==> src/rtl/rtc_pkg.sv <==
// Shared definitions for the trimmed seconds counter.
// Assumes: the write-select encoding below is fixed, because software uses it.
package rtc_pkg;
    localparam int NUM_MATCH = 2;

    typedef enum logic [2:0] {
        SEL_CTRL   = 3'd0,
        SEL_LOAD   = 3'd1,
        SEL_MATCH0 = 3'd2,
        SEL_MATCH1 = 3'd3,
        SEL_TRIM   = 3'd4,
        SEL_CLEAR  = 3'd5
    } wsel_e;
endpackage

==> src/rtl/rtc_timebase.sv <==
// Time-base selector: passes the raw strobe through, or divides the fast
// strobe by 2^XDIV_LOG2.
// Assumes: both strobes are single-cycle pulses in the clk domain.
module rtc_timebase #(
    parameter int XDIV_LOG2 = 7
) (
    input  logic clk,
    input  logic rst_n,
    input  logic use_xtal,
    input  logic raw_strobe,
    input  logic xtal_strobe,
    output logic tb_tick
);
    logic [XDIV_LOG2-1:0] xdiv_q;
    logic                 xtal_tick;

    // Free-running fast-strobe divider.
    always_ff @(posedge clk) begin
        if (!rst_n)           xdiv_q <= '0;
        else if (xtal_strobe) xdiv_q <= xdiv_q + 1'b1;
    end

    assign xtal_tick = xtal_strobe && (xdiv_q == '1);
    assign tb_tick   = use_xtal ? xtal_tick : raw_strobe;

    // a divided tick always comes from a fast strobe.
    a_r2_div_from_strobe: assert property (@(posedge clk) disable iff (!rst_n)
        (use_xtal && tb_tick) |-> xtal_strobe);
endmodule

==> src/rtl/rtc_prediv.sv <==
// Predivider: counts time-base ticks up to a terminal value and emits one
// pulse per second. The terminal value is the trim value in the second whose
// index is 0, and NOMINAL in every other second.
// Assumes: tb_tick is a single-cycle pulse.
module rtc_prediv #(
    parameter int          PW        = 16,
    parameter int          TRIM_LOG2 = 6,
    parameter logic [15:0] NOMINAL   = 16'h7FFF
) (
    input  logic          clk,
    input  logic          rst_n,
    input  logic          run,
    input  logic          tb_tick,
    input  logic [PW-1:0] trim,
    output logic          sec_tick
);
    logic [PW-1:0]        prediv_q;
    logic [TRIM_LOG2-1:0] idx_q;
    logic [PW-1:0]        term;

    assign term     = (idx_q == '0) ? trim : NOMINAL[PW-1:0];
    assign sec_tick = run && tb_tick && (prediv_q >= term);

    // Advance the predivider and the second index on counted ticks.
    always_ff @(posedge clk) begin
        if (!rst_n) begin
            prediv_q <= '0;
            idx_q    <= '0;
        end else if (run && tb_tick) begin
            if (sec_tick) begin
                prediv_q <= '0;
                idx_q    <= idx_q + 1'b1;
            end else begin
                prediv_q <= prediv_q + 1'b1;
            end
        end
    end

    // nothing moves while stopped.
    a_r5_idle_hold: assert property (@(posedge clk) disable iff (!rst_n)
        !run |=> ($stable(prediv_q) && $stable(idx_q)));
    // the second index steps by one per second, modulo 2^TRIM_LOG2.
    a_r4_index_step: assert property (@(posedge clk) disable iff (!rst_n)
        sec_tick |=> (idx_q == $past(idx_q) + TRIM_LOG2'(1)));
endmodule

==> src/rtl/rtc_wpace.sv <==
// Write pacer: after each accepted paced write, holds done low for PACE
// cycles. Requests made while done is low are refused.
// Assumes: req is already qualified with the paced register selects.
module rtc_wpace #(
    parameter int PACE = 3
) (
    input  logic clk,
    input  logic rst_n,
    input  logic req,
    output logic accept,
    output logic done
);
    localparam int CW = $clog2(PACE + 1);
    logic [CW-1:0] cnt_q;

    assign done   = (cnt_q == '0);
    assign accept = req && done;

    // Load the window on accept, then count down to zero.
    always_ff @(posedge clk) begin
        if (!rst_n)              cnt_q <= '0;
        else if (accept)         cnt_q <= CW'(PACE);
        else if (cnt_q != '0)    cnt_q <= cnt_q - 1'b1;
    end

    // the window opens right after an accepted write.
    a_r9_busy_after_accept: assert property (@(posedge clk) disable iff (!rst_n)
        accept |=> !done);
    // the window closes one step at a time.
    a_r9_countdown: assert property (@(posedge clk) disable iff (!rst_n)
        (cnt_q != '0) |=> (cnt_q == $past(cnt_q) - 1'b1));
endmodule

==> src/rtl/rtc_match.sv <==
// One match unit: a value register and a sticky flag. The flag is set when
// the counter steps onto the value and cleared by a clear command.
// Assumes: step is high only in the cycle the counter increments to next_value.
module rtc_match #(
    parameter int SW = 32
) (
    input  logic          clk,
    input  logic          rst_n,
    input  logic          wr_match,
    input  logic [SW-1:0] wr_value,
    input  logic          step,
    input  logic [SW-1:0] next_value,
    input  logic          clr,
    output logic          flag
);
    logic [SW-1:0] match_q;
    logic          flag_q;
    logic          hit;

    assign hit  = step && (next_value == match_q);
    assign flag = flag_q;

    // Hold the match value.
    always_ff @(posedge clk) begin
        if (!rst_n)        match_q <= '0;
        else if (wr_match) match_q <= wr_value;
    end

    // Sticky flag; a hit wins over a clear in the same cycle.
    always_ff @(posedge clk) begin
        if (!rst_n)   flag_q <= 1'b0;
        else if (hit) flag_q <= 1'b1;
        else if (clr) flag_q <= 1'b0;
    end

    // the flag stays set until it is cleared.
    a_r8_sticky: assert property (@(posedge clk) disable iff (!rst_n)
        (flag_q && !clr) |=> flag_q);
    // the flag is only raised by an increment.
    a_r7_only_on_step: assert property (@(posedge clk) disable iff (!rst_n)
        (!flag_q && !step) |=> !flag_q);
endmodule

==> src/rtl/rtc_trim_seconds.sv <==
// Trimmed seconds counter top level: decodes register writes, paces the
// load, match and trim writes, and joins the time base, the predivider,
// the seconds counter and the match units.
// Assumes: every input is synchronous to clk.
module rtc_trim_seconds
    import rtc_pkg::*;
#(
    parameter int          SW        = 32,
    parameter int          PW        = 16,
    parameter int          TRIM_LOG2 = 6,
    parameter int          XDIV_LOG2 = 7,
    parameter int          PACE      = 3,
    parameter logic [15:0] NOMINAL   = 16'h7FFF
) (
    input  logic                 clk,
    input  logic                 rst_n,
    input  logic                 raw_strobe,
    input  logic                 xtal_strobe,
    input  logic                 wr_en,
    input  logic [2:0]           wr_sel,
    input  logic [SW-1:0]        wr_data,
    output logic [SW-1:0]        seconds,
    output logic [NUM_MATCH-1:0] match_flag,
    output logic                 wr_done
);
    logic          run_q, xsel_q;
    logic [PW-1:0] trim_q;
    logic [SW-1:0] seconds_q;
    logic          paced_sel, paced_req, accept;
    logic          load_acc, trim_acc, ctrl_wr, clr_wr;
    logic          tb_tick, sec_tick, step;

    assign paced_sel = (wr_sel == SEL_LOAD) || (wr_sel == SEL_MATCH0) ||
                       (wr_sel == SEL_MATCH1) || (wr_sel == SEL_TRIM);
    assign paced_req = wr_en && paced_sel;
    assign load_acc  = accept && (wr_sel == SEL_LOAD);
    assign trim_acc  = accept && (wr_sel == SEL_TRIM);
    assign ctrl_wr   = wr_en && (wr_sel == SEL_CTRL);
    assign clr_wr    = wr_en && (wr_sel == SEL_CLEAR);
    assign step      = sec_tick && !load_acc;

    rtc_wpace #(.PACE(PACE)) u_pace (
        .clk(clk), .rst_n(rst_n), .req(paced_req),
        .accept(accept), .done(wr_done)
    );

    rtc_timebase #(.XDIV_LOG2(XDIV_LOG2)) u_tbase (
        .clk(clk), .rst_n(rst_n), .use_xtal(xsel_q),
        .raw_strobe(raw_strobe), .xtal_strobe(xtal_strobe), .tb_tick(tb_tick)
    );

    rtc_prediv #(.PW(PW), .TRIM_LOG2(TRIM_LOG2), .NOMINAL(NOMINAL)) u_prediv (
        .clk(clk), .rst_n(rst_n), .run(run_q), .tb_tick(tb_tick),
        .trim(trim_q), .sec_tick(sec_tick)
    );

    // Control and trim registers.
    always_ff @(posedge clk) begin
        if (!rst_n) begin
            run_q  <= 1'b0;
            xsel_q <= 1'b0;
            trim_q <= NOMINAL[PW-1:0];
        end else begin
            if (ctrl_wr) begin
                run_q  <= wr_data[0];
                xsel_q <= wr_data[1];
            end
            if (trim_acc) trim_q <= wr_data[PW-1:0];
        end
    end

    // Seconds counter; a load wins over an increment.
    always_ff @(posedge clk) begin
        if (!rst_n)        seconds_q <= '0;
        else if (load_acc) seconds_q <= wr_data;
        else if (step)     seconds_q <= seconds_q + 1'b1;
    end

    assign seconds = seconds_q;

    // One match unit per match register.
    for (genvar i = 0; i < NUM_MATCH; i++) begin : g_match
        rtc_match #(.SW(SW)) u_match (
            .clk(clk), .rst_n(rst_n),
            .wr_match(accept && (wr_sel == 3'(SEL_MATCH0 + i))),
            .wr_value(wr_data),
            .step(step),
            .next_value(seconds_q + 1'b1),
            .clr(clr_wr && wr_data[i]),
            .flag(match_flag[i])
        );
    end

    // an increment adds exactly one, wrapping at the top value.
    a_r3_increment: assert property (@(posedge clk) disable iff (!rst_n)
        step |=> (seconds_q == $past(seconds_q) + 1'b1));
    // a load lands on the next edge.
    a_r6_load: assert property (@(posedge clk) disable iff (!rst_n)
        load_acc |=> (seconds_q == $past(wr_data)));
    // a stopped counter only changes by a load.
    a_r5_frozen: assert property (@(posedge clk) disable iff (!rst_n)
        (!run_q && !load_acc) |=> $stable(seconds_q));
endmodule

==> config.mk <==
export PLATFORM = sky130hd
export DESIGN_NAME = rtc_trim_seconds
export DESIGN_NICKNAME = d
export VERILOG_FILES = /design/src/rtl/rtc_pkg.sv /design/src/rtl/rtc_timebase.sv /design/src/rtl/rtc_prediv.sv /design/src/rtl/rtc_wpace.sv /design/src/rtl/rtc_match.sv /design/src/rtl/rtc_trim_seconds.sv
export SDC_FILE = /design/constraint.sdc
export NUM_CORES = 1
export LEC_CHECK = 0
export BUFFER_PORTS_ARGS = -buffer_cell sky130_fd_sc_hd__buf_2
export CAP_MARGIN = 20
export CORE_ASPECT_RATIO = 0.6
export CORE_MARGIN = 8
export CORE_UTILIZATION = 40
export CTS_BUF_LIST = sky130_fd_sc_hd__clkbuf_16
export CTS_CLUSTER_DIAMETER = 40
export DETAILED_ROUTE_END_ITERATION = 7
export HOLD_SLACK_MARGIN = 0.12
export MAX_ROUTING_LAYER = met4
export SLEW_MARGIN = 20
export SYNTH_ARGS = -nofsm -noshare
export SYNTH_HDL_FRONTEND = slang
export SYNTH_SLANG_ARGS = --single-unit
==> constraint.sdc <==
create_clock -name clk -period 3 [get_ports clk]
set_clock_uncertainty 0.1 [all_clocks]
set_input_delay 0.9 -clock clk [delete_from_list [all_inputs] [get_ports clk]]
set_output_delay 0.9 -clock clk [all_outputs]
set_load 0.005 [all_outputs]
==> results of run 1 <==
-- metal layers --
metal | routed length, µm | up-vias | share of wire | global-route usage
met5 | 0 | - | 0 | -
met4 | 234 | 0 | 0.0081 | 0.0411
met3 | 2670 | 20 | 0.093 | 0.0568
met2 | 10700 | 314 | 0.37 | 0.272
met1 | 15200 | 3880 | 0.53 | 0.352
li1 | - | 3940 | - | -
-- repair_timing --
item                       in CTS  in global routing
setup buffers                   7                  5
setup endpoints to repair      56                 56
gates resized for setup        80                 62
pin swaps                      55                 38
gates cloned                    2                  2
-- worst paths after layout --
kind | to
hold / removal | trim_q[7]
hold reg to reg | trim_q[7]
setup reg to reg | seconds[28]
setup / recovery | seconds[28]
-- sequential cells by signal (all words and copies together), names as in the netlist --
signal,count
xsel_q,1
seconds,32
g_match.u_match.match_q,64
u_pace.cnt_q,2
run_q,1
u_prediv.prediv_q,16
trim_q,16
u_prediv.idx_q,6
g_match.u_match.flag,2
u_tbase.xdiv_q,7
-- cell type report --
class                           instances  area share
Tap cell                              273      0.0304
Timing Repair Buffer                  237       0.158
Sequential cell                       147       0.263
Inverter                               12     0.00401
Clock inverter                         15      0.0189
Multi-Input combinational cell        811       0.488
Clock buffer                           17      0.0379
-- logic make-up after synthesis --
kind of cell               after synthesis
xor gates and xnor gates               138
adders and majority gates               22
and+or+nand+nor                        443
buffers and inverters                   85
muxes                                    6
DFF                                    147
AOI/OAI and AO/OA                      202
-- worst min-delay path, delay by kind of cell, from the launching register on --
family           cells  cell delay, ns
flip-flops           1            0.31
AND/OR/NAND/NOR      2            0.11
-- cell usage in the layout (no fill, tap or decap), types with 5 or more instances in the layout --
cell       synthesis  final
nor2_2             1     10
nand2_4            0      7
buf_12             0      5
nand2_1          222    205
buf_2             13     73
nor2_4             0     11
nor3_1            12     10
and3_1            15      9
nor2b_1            7      7
inv_1             12     12
xnor2_1           83     75
xnor2_2            0      8
mux2i_1            6      6
o21ai_0           45     43
and3_4             0      6
buf_6              1      9
xor2_1            55     52
a21boi_0          67     67
dfxtp_1          147    142
nand2_2            0     10
or4_4              1      5
nand4_1           22     22
a21oi_1           49     46
bufinv_16          0      5
clkbuf_16          0     19
or3_1              5      5
dfxtp_2            0      5
buf_4              7    144
and4_1             9      6
nand3_1           47     44
nor4_1            11      8
ha_1              22     17
and2_1            11     11
nor2_1            50     30
-- through the flow --
step                hold WS, ns   util
floorplan                 0.333      -
global placement          0.356  0.488
detailed placement        0.358  0.488
CTS                       0.372  0.539
global route              0.395  0.557
finish                    0.372  0.557
-- power groups by stage --
stage	logic (µW)	registers (µW)	clock network [µW]
after global placement	679	2130	0
after floorplan	392	2120	0
after CTS	708	2090	2390
after global routing	809	2100	2460
final	739	2090	2340
after detailed placement	686	2130	0
==> impl_metrics.csv, run 1 <==
group,metric,value,unit
logic_synthesis,syn_area,8270,µm²
floorplanning,die_h,127,µm
drt,first_pass_iters,5,
pwr,leakagePower,0.00450,µW
logic_synthesis,syn_nets,1105,
drt,drtIter0Drc,668,
logic_synthesis,synth_edf_count,0,
timing,setup_slack,-0.180,ns
timing,tns,-5.73,ns
final_layout,multiInputGateArea,5480,µm²
logic_synthesis,netlist.area_leader.share,0.356,
final_layout,drive_gt1_frac,0.300,
job,maxCapViolCount,0,
timing,fmax,314,MHz
timing,grt_setup_unrepaired,"yes",
logic_synthesis,synth_most_common_cell,"nand2_1",
setup_path,path_cells,"nor4_4, nand2_4, buf_6, nor2_4, ha_1, a22o_1, o41ai_2, a211oi_2, or2_4, buf_12, buf_8, buf_8, nand2_2, xor2_1, a21oi_1",
setup_path,required,3.22,ns
setup_path,start_kind,"flop",
pwr,p_seq_frac,0.404,
clocking,cts_buffers,17,
timing,max_slew_margin,0.410,
place,place_ws,-0.433,ns
drt,ant_nets,0,
timing,maxSlewViolCount,0,
place,gp_congestion,0.965,
logic_synthesis,ys_top_cells_by_area,"dfxtp_1 36%, nand2_1 10%, xnor2_1 8.8%, a21boi_0 6.1%, xor2_1 5.8%",
clocking,insertion_delay,0.43,ns
global_route,grt_pass1_vias,7503,
worst_hold_path,hold_start,"trim_q[7]",
global_route,grt_max_degree,69,
setup_path,critPathBufInv,4,
logic_synthesis,synthCells,1043,
place,postPlaceCellArea,9840,µm²
floorplanning,coreArea,20200,µm²
logic_synthesis,synth_top_family_by_area,"simple AND/OR/NAND/NOR gates",
global_route,grt_overflow,0,
floorplanning,die_w,202,µm
final_layout,layout.nets,1288,
logic_synthesis,synth_top_area_cell,"dfxtp_1",
setup_path,r2r_setup_slack,-0.18,ns
floorplanning,row_count,40,
setup_path,critPathMaxStageDelay,0.37,ns
logic_synthesis,synthXorXnorAreaFrac,0.146,
global_route,antenna_found_initial,0,
drt,via_per_inst,5.39,
floorplanning,start_util,0.410,
place,io_buffer_count,74,
setup_path,crit_start,"u_prediv.idx_q[2]",
setup_path,crit_fanout,6,
clocking,ctsHtreeMaxLevel,4,
logic_synthesis,yosysUniqueCellTypes,62,
pwr,combPwrFrac,0.143,
clocking,clockBufferDepth,2,
place,dpl.hpwl,20.6,mm
setup_path,end_kind,"flop",
run_status,violations,"setup timing",
setup_path,reg2reg_from,"u_prediv.idx_q[2]",
clocking,root_buffer,"clkbuf_16",
drt,route.vias.total,8154,
final_layout,area_growth,35.7,%
run_status,status,"finished with violations",
global_route,grt_usage,0.223,
logic_synthesis,ys_seq_elements,147,
logic_synthesis,muxShareOfSynthArea,0.00726,
clocking,clkSinkCount,147,
floorplanning,io_pins,75,
timing,post-route-period-util,1.06,
logic_synthesis,synth_compound_area_frac,0.159,
setup_path,cp.arrival,3.40,ns
setup_path,reg2regPathDepth,15,
final_layout,seq_area,2950,µm²
logic_synthesis,seq_area_frac_synth,0.356,
clocking,holdBufCountCts,0,
global_route,grt_pass1_wl,44.0,mm
floorplanning,die-area,25700,µm²
place,dp.cells,1466,
drt,wl_per_cell,19.1,µm
logic_synthesis,async_reset_ff_frac,0,
clocking,cts_tree,"built",
final_layout,fin_cells,1512,
setup_path,crit_cells,15,
final_layout,antennaDiodeCount,0,
pwr,clkPwrFrac,0.453,
timing,tightest_slew,0.876,ns
pwr,power.total,5170,µW
timing,min_period,3.18,ns
logic_synthesis,synth_warnings,0,
setup_path,criticalPathCategory,"flop to flop",
setup_path,cp_top_family,"simple AND/OR/NAND/NOR gates",
pwr,power_density,461,nW/µm²
final_layout,fill_cells,1886,
timing,finalHoldViolations,0,
logic_synthesis,ys.flop_type,"dfxtp_1",
pwr,intPower,3810,µW
setup_path,cpMostUsedCell,"buf_8",
logic_synthesis,synth.avg_cell_area,7.93,µm²
worst_hold_path,hold_class,"flop to flop",
pwr,p_switching,1360,µW
logic_synthesis,yosys.area_share.simple,0.254,
timing,finalSetupViolations,53,
pwr,swShare,0.263,
worst_hold_path,min_path_cells,2,
logic_synthesis,ys_top_cells_by_count,"222 x nand2_1, 147 x dfxtp_1, 83 x xnor2_1",
pwr,peakVddDrop,440,µV
drt,wl,28.8,mm
setup_path,cp_slowest_cell,"nor4_4",
drt,drcViolationCount,0,
logic_synthesis,synth_adder_area_share,0.0333,
final_layout,post-route-cell-area,11200,µm²
clocking,clk_pin_slew,0.06,ns
Power figures use the tool's default switching activity.
==> run 2, diff against run 1 <==
Settings changed: TNS_END_PERCENT from default to 5.
==> impl_metrics.csv, run 2 (synthesis gave the netlist of run 1 again) <==
group,metric,value,unit
global_route,antenna_found_initial,0,
drt,route.vias.total,8024,
job,maxCapViolCount,0,
setup_path,crit_cells,11,
setup_path,cp-endpoint,"g_match[0].u_match.flag",
timing,setup_slack,-0.235,ns
setup_path,cp.arrival,3.49,ns
drt,drtIter0Drc,785,
timing,maxSlewViolCount,0,
drt,first_pass_iters,5,
clocking,cts_buffers,17,
floorplanning,die_w,202,µm
setup_path,cp_slowest_cell,"or4_1",
final_layout,final_cell_mix,"220 x nand2_1, 144 x dfxtp_1, 136 x buf_4, 81 x xnor2_1, 73 x buf_2",
pwr,clkPwrFrac,0.463,
floorplanning,start_util,0.410,
pwr,power_density,488,nW/µm²
final_layout,layout.nets,1271,
final_layout,largest_register_ffs,64,
setup_path,required,3.25,ns
final_layout,area_growth,29.2,%
global_route,grt_pass1_vias,7536,
setup_path,crit_fanout,8,
final_layout,final_core_util,0.530,
setup_path,cp_top_family,"simple AND/OR/NAND/NOR gates",
drt,wl,28.0,mm
drt,via_per_inst,5.37,
setup_path,reg2regPathDepth,11,
final_layout,fill_cells,1937,
run_status,status,"finished with violations",
pwr,p_seq_frac,0.401,
setup_path,r2r_end,"g_match[0].u_match.flag",
global_route,grt_pass1_wl,43.8,mm
floorplanning,row_count,40,
timing,tightest_slew,0.865,ns
final_layout,multiInputGateArea,5140,µm²
floorplanning,die-area,25700,µm²
setup_path,cpMostUsedCell,"buf_4",
global_route,grt_max_degree,133,
timing,max_slew_margin,0.423,
final_layout,antennaDiodeCount,0,
clocking,clkSinkCount,147,
final_layout,seq_area,2950,µm²
clocking,ctsHtreeMaxLevel,4,
global_route,grt_usage,0.222,
global_route,grt_overflow,0,
timing,grt_setup_unrepaired,"yes",
pwr,leakagePower,0.00424,µW
timing,post-route-period-util,1.08,
timing,finalSetupViolations,52,
setup_path,r2r_setup_slack,-0.23,ns
clocking,clk_pin_slew,0.07,ns
place,gp_congestion,0.942,
floorplanning,die_h,127,µm
place,io_buffer_count,74,
final_layout,largest-register,"g_match.u_match.match_q",
final_layout,drive_gt1_frac,0.243,
setup_path,critPathBufInv,4,
place,dpl.hpwl,20.1,mm
pwr,combPwrFrac,0.136,
pwr,power.total,5220,µW
drt,wl_per_cell,18.7,µm
worst_hold_path,hold_class,"flop to flop",
setup_path,criticalPathCategory,"flop to flop",
clocking,holdBufCountCts,0,
drt,ant_nets,0,
clocking,root_buffer,"clkbuf_16",
setup_path,crit_start,"seconds[0]",
pwr,intPower,3820,µW
setup_path,end_kind,"flop",
timing,tns,-6.56,ns
setup_path,critPathMaxStageDelay,0.52,ns
timing,min_period,3.23,ns
floorplanning,io_pins,75,
setup_path,reg2reg_from,"seconds[0]",
pwr,peakVddDrop,434,µV
pwr,p_switching,1400,µW
clocking,cts_tree,"built",
run_status,violations,"setup timing",
setup_path,start_kind,"flop",
clocking,clockBufferDepth,2,
timing,fmax,309,MHz
drt,drcViolationCount,0,
clocking,insertion_delay,0.44,ns
setup_path,path_cells,"buf_4, nand4_1, buf_4, nor4_1, buf_4, xnor2_1, buf_4, a221oi_1, o2111ai_1, or4_1, o31ai_1",
pwr,swShare,0.268,
timing,hold_slack,0.373,ns
timing,finalHoldViolations,0,
floorplanning,coreArea,20200,µm²
final_layout,final_common_cell,"nand2_1",
-- run 2: cell type report --
| type | instances | share of cell area |
|---|---|---|
| clock inverter | 15 | 0.0214 |
| tap | 273 | 0.0320 |
| multi-input combinational | 811 | 0.481 |
| timing repair buffer | 220 | 0.146 |
| sequential | 147 | 0.276 |
| clock buffer | 17 | 0.0398 |
| inverter | 12 | 0.00421 |
-- run 2: repair_timing --
| action | in CTS | in global routing |
|---|---|---|
| endpoints found under the setup margin | 56 | 56 |
| pin swaps | 26 | 6 |
| cloned | 2 | 0 |
| gates resized for setup | 37 | 12 |
| buffers inserted | 5 | 0 |
-- run 2: worst min path at each step --
stage / startpoint / endpoint / slack, ns / depth (start not counted)
floorplan: trim_q[0] / trim_q[0] / 0.33 / 2
global placement: trim_q[3] / trim_q[3] / 0.35 / 2
detailed placement: trim_q[3] / trim_q[3] / 0.37 / 2
CTS: g_match[0].u_match.match_q[15] / g_match[0].u_match.match_q[15] / 0.38 / 2
global route: g_match[0].u_match.match_q[19] / g_match[0].u_match.match_q[19] / 0.39 / 2
finish: trim_q[9] / trim_q[9] / 0.37 / 2
-- run 2: worst min-delay path: cells and delay by family (launching register included) --
family	cells	cell delay, ns
DFF	1	0.32
and+or+nand+nor	2	0.11
-- run 2: metal layers --
layer / part of all wire / track usage
met3: 0.11 / 0.0760
met1: 0.51 / 0.335
met4: 0.0066 / 0.0372
met2: 0.38 / 0.277
met5: 0 / -
-- run 2: power by group through the flow --
stage               Clock, µW  Sequential (µW)  Combinational (µW)
finish                   2420             2090                 707
global route             2530             2100                 776
CTS                      2440             2090                 696
detailed placement          0             2130                 685
global placement            0             2130                 673
floorplan                   0             2120                 392
-- run 2: per-stage QoR --
stage	setup WS [ns]	area, µm²	instances
finish	-0.235	10700	1495
global route	-0.355	10700	1495
CTS	-0.144	10600	1495
detailed placement	-0.506	9740	1456
global placement	-0.357	9740	1456
floorplan	-0.0401	8290	1043
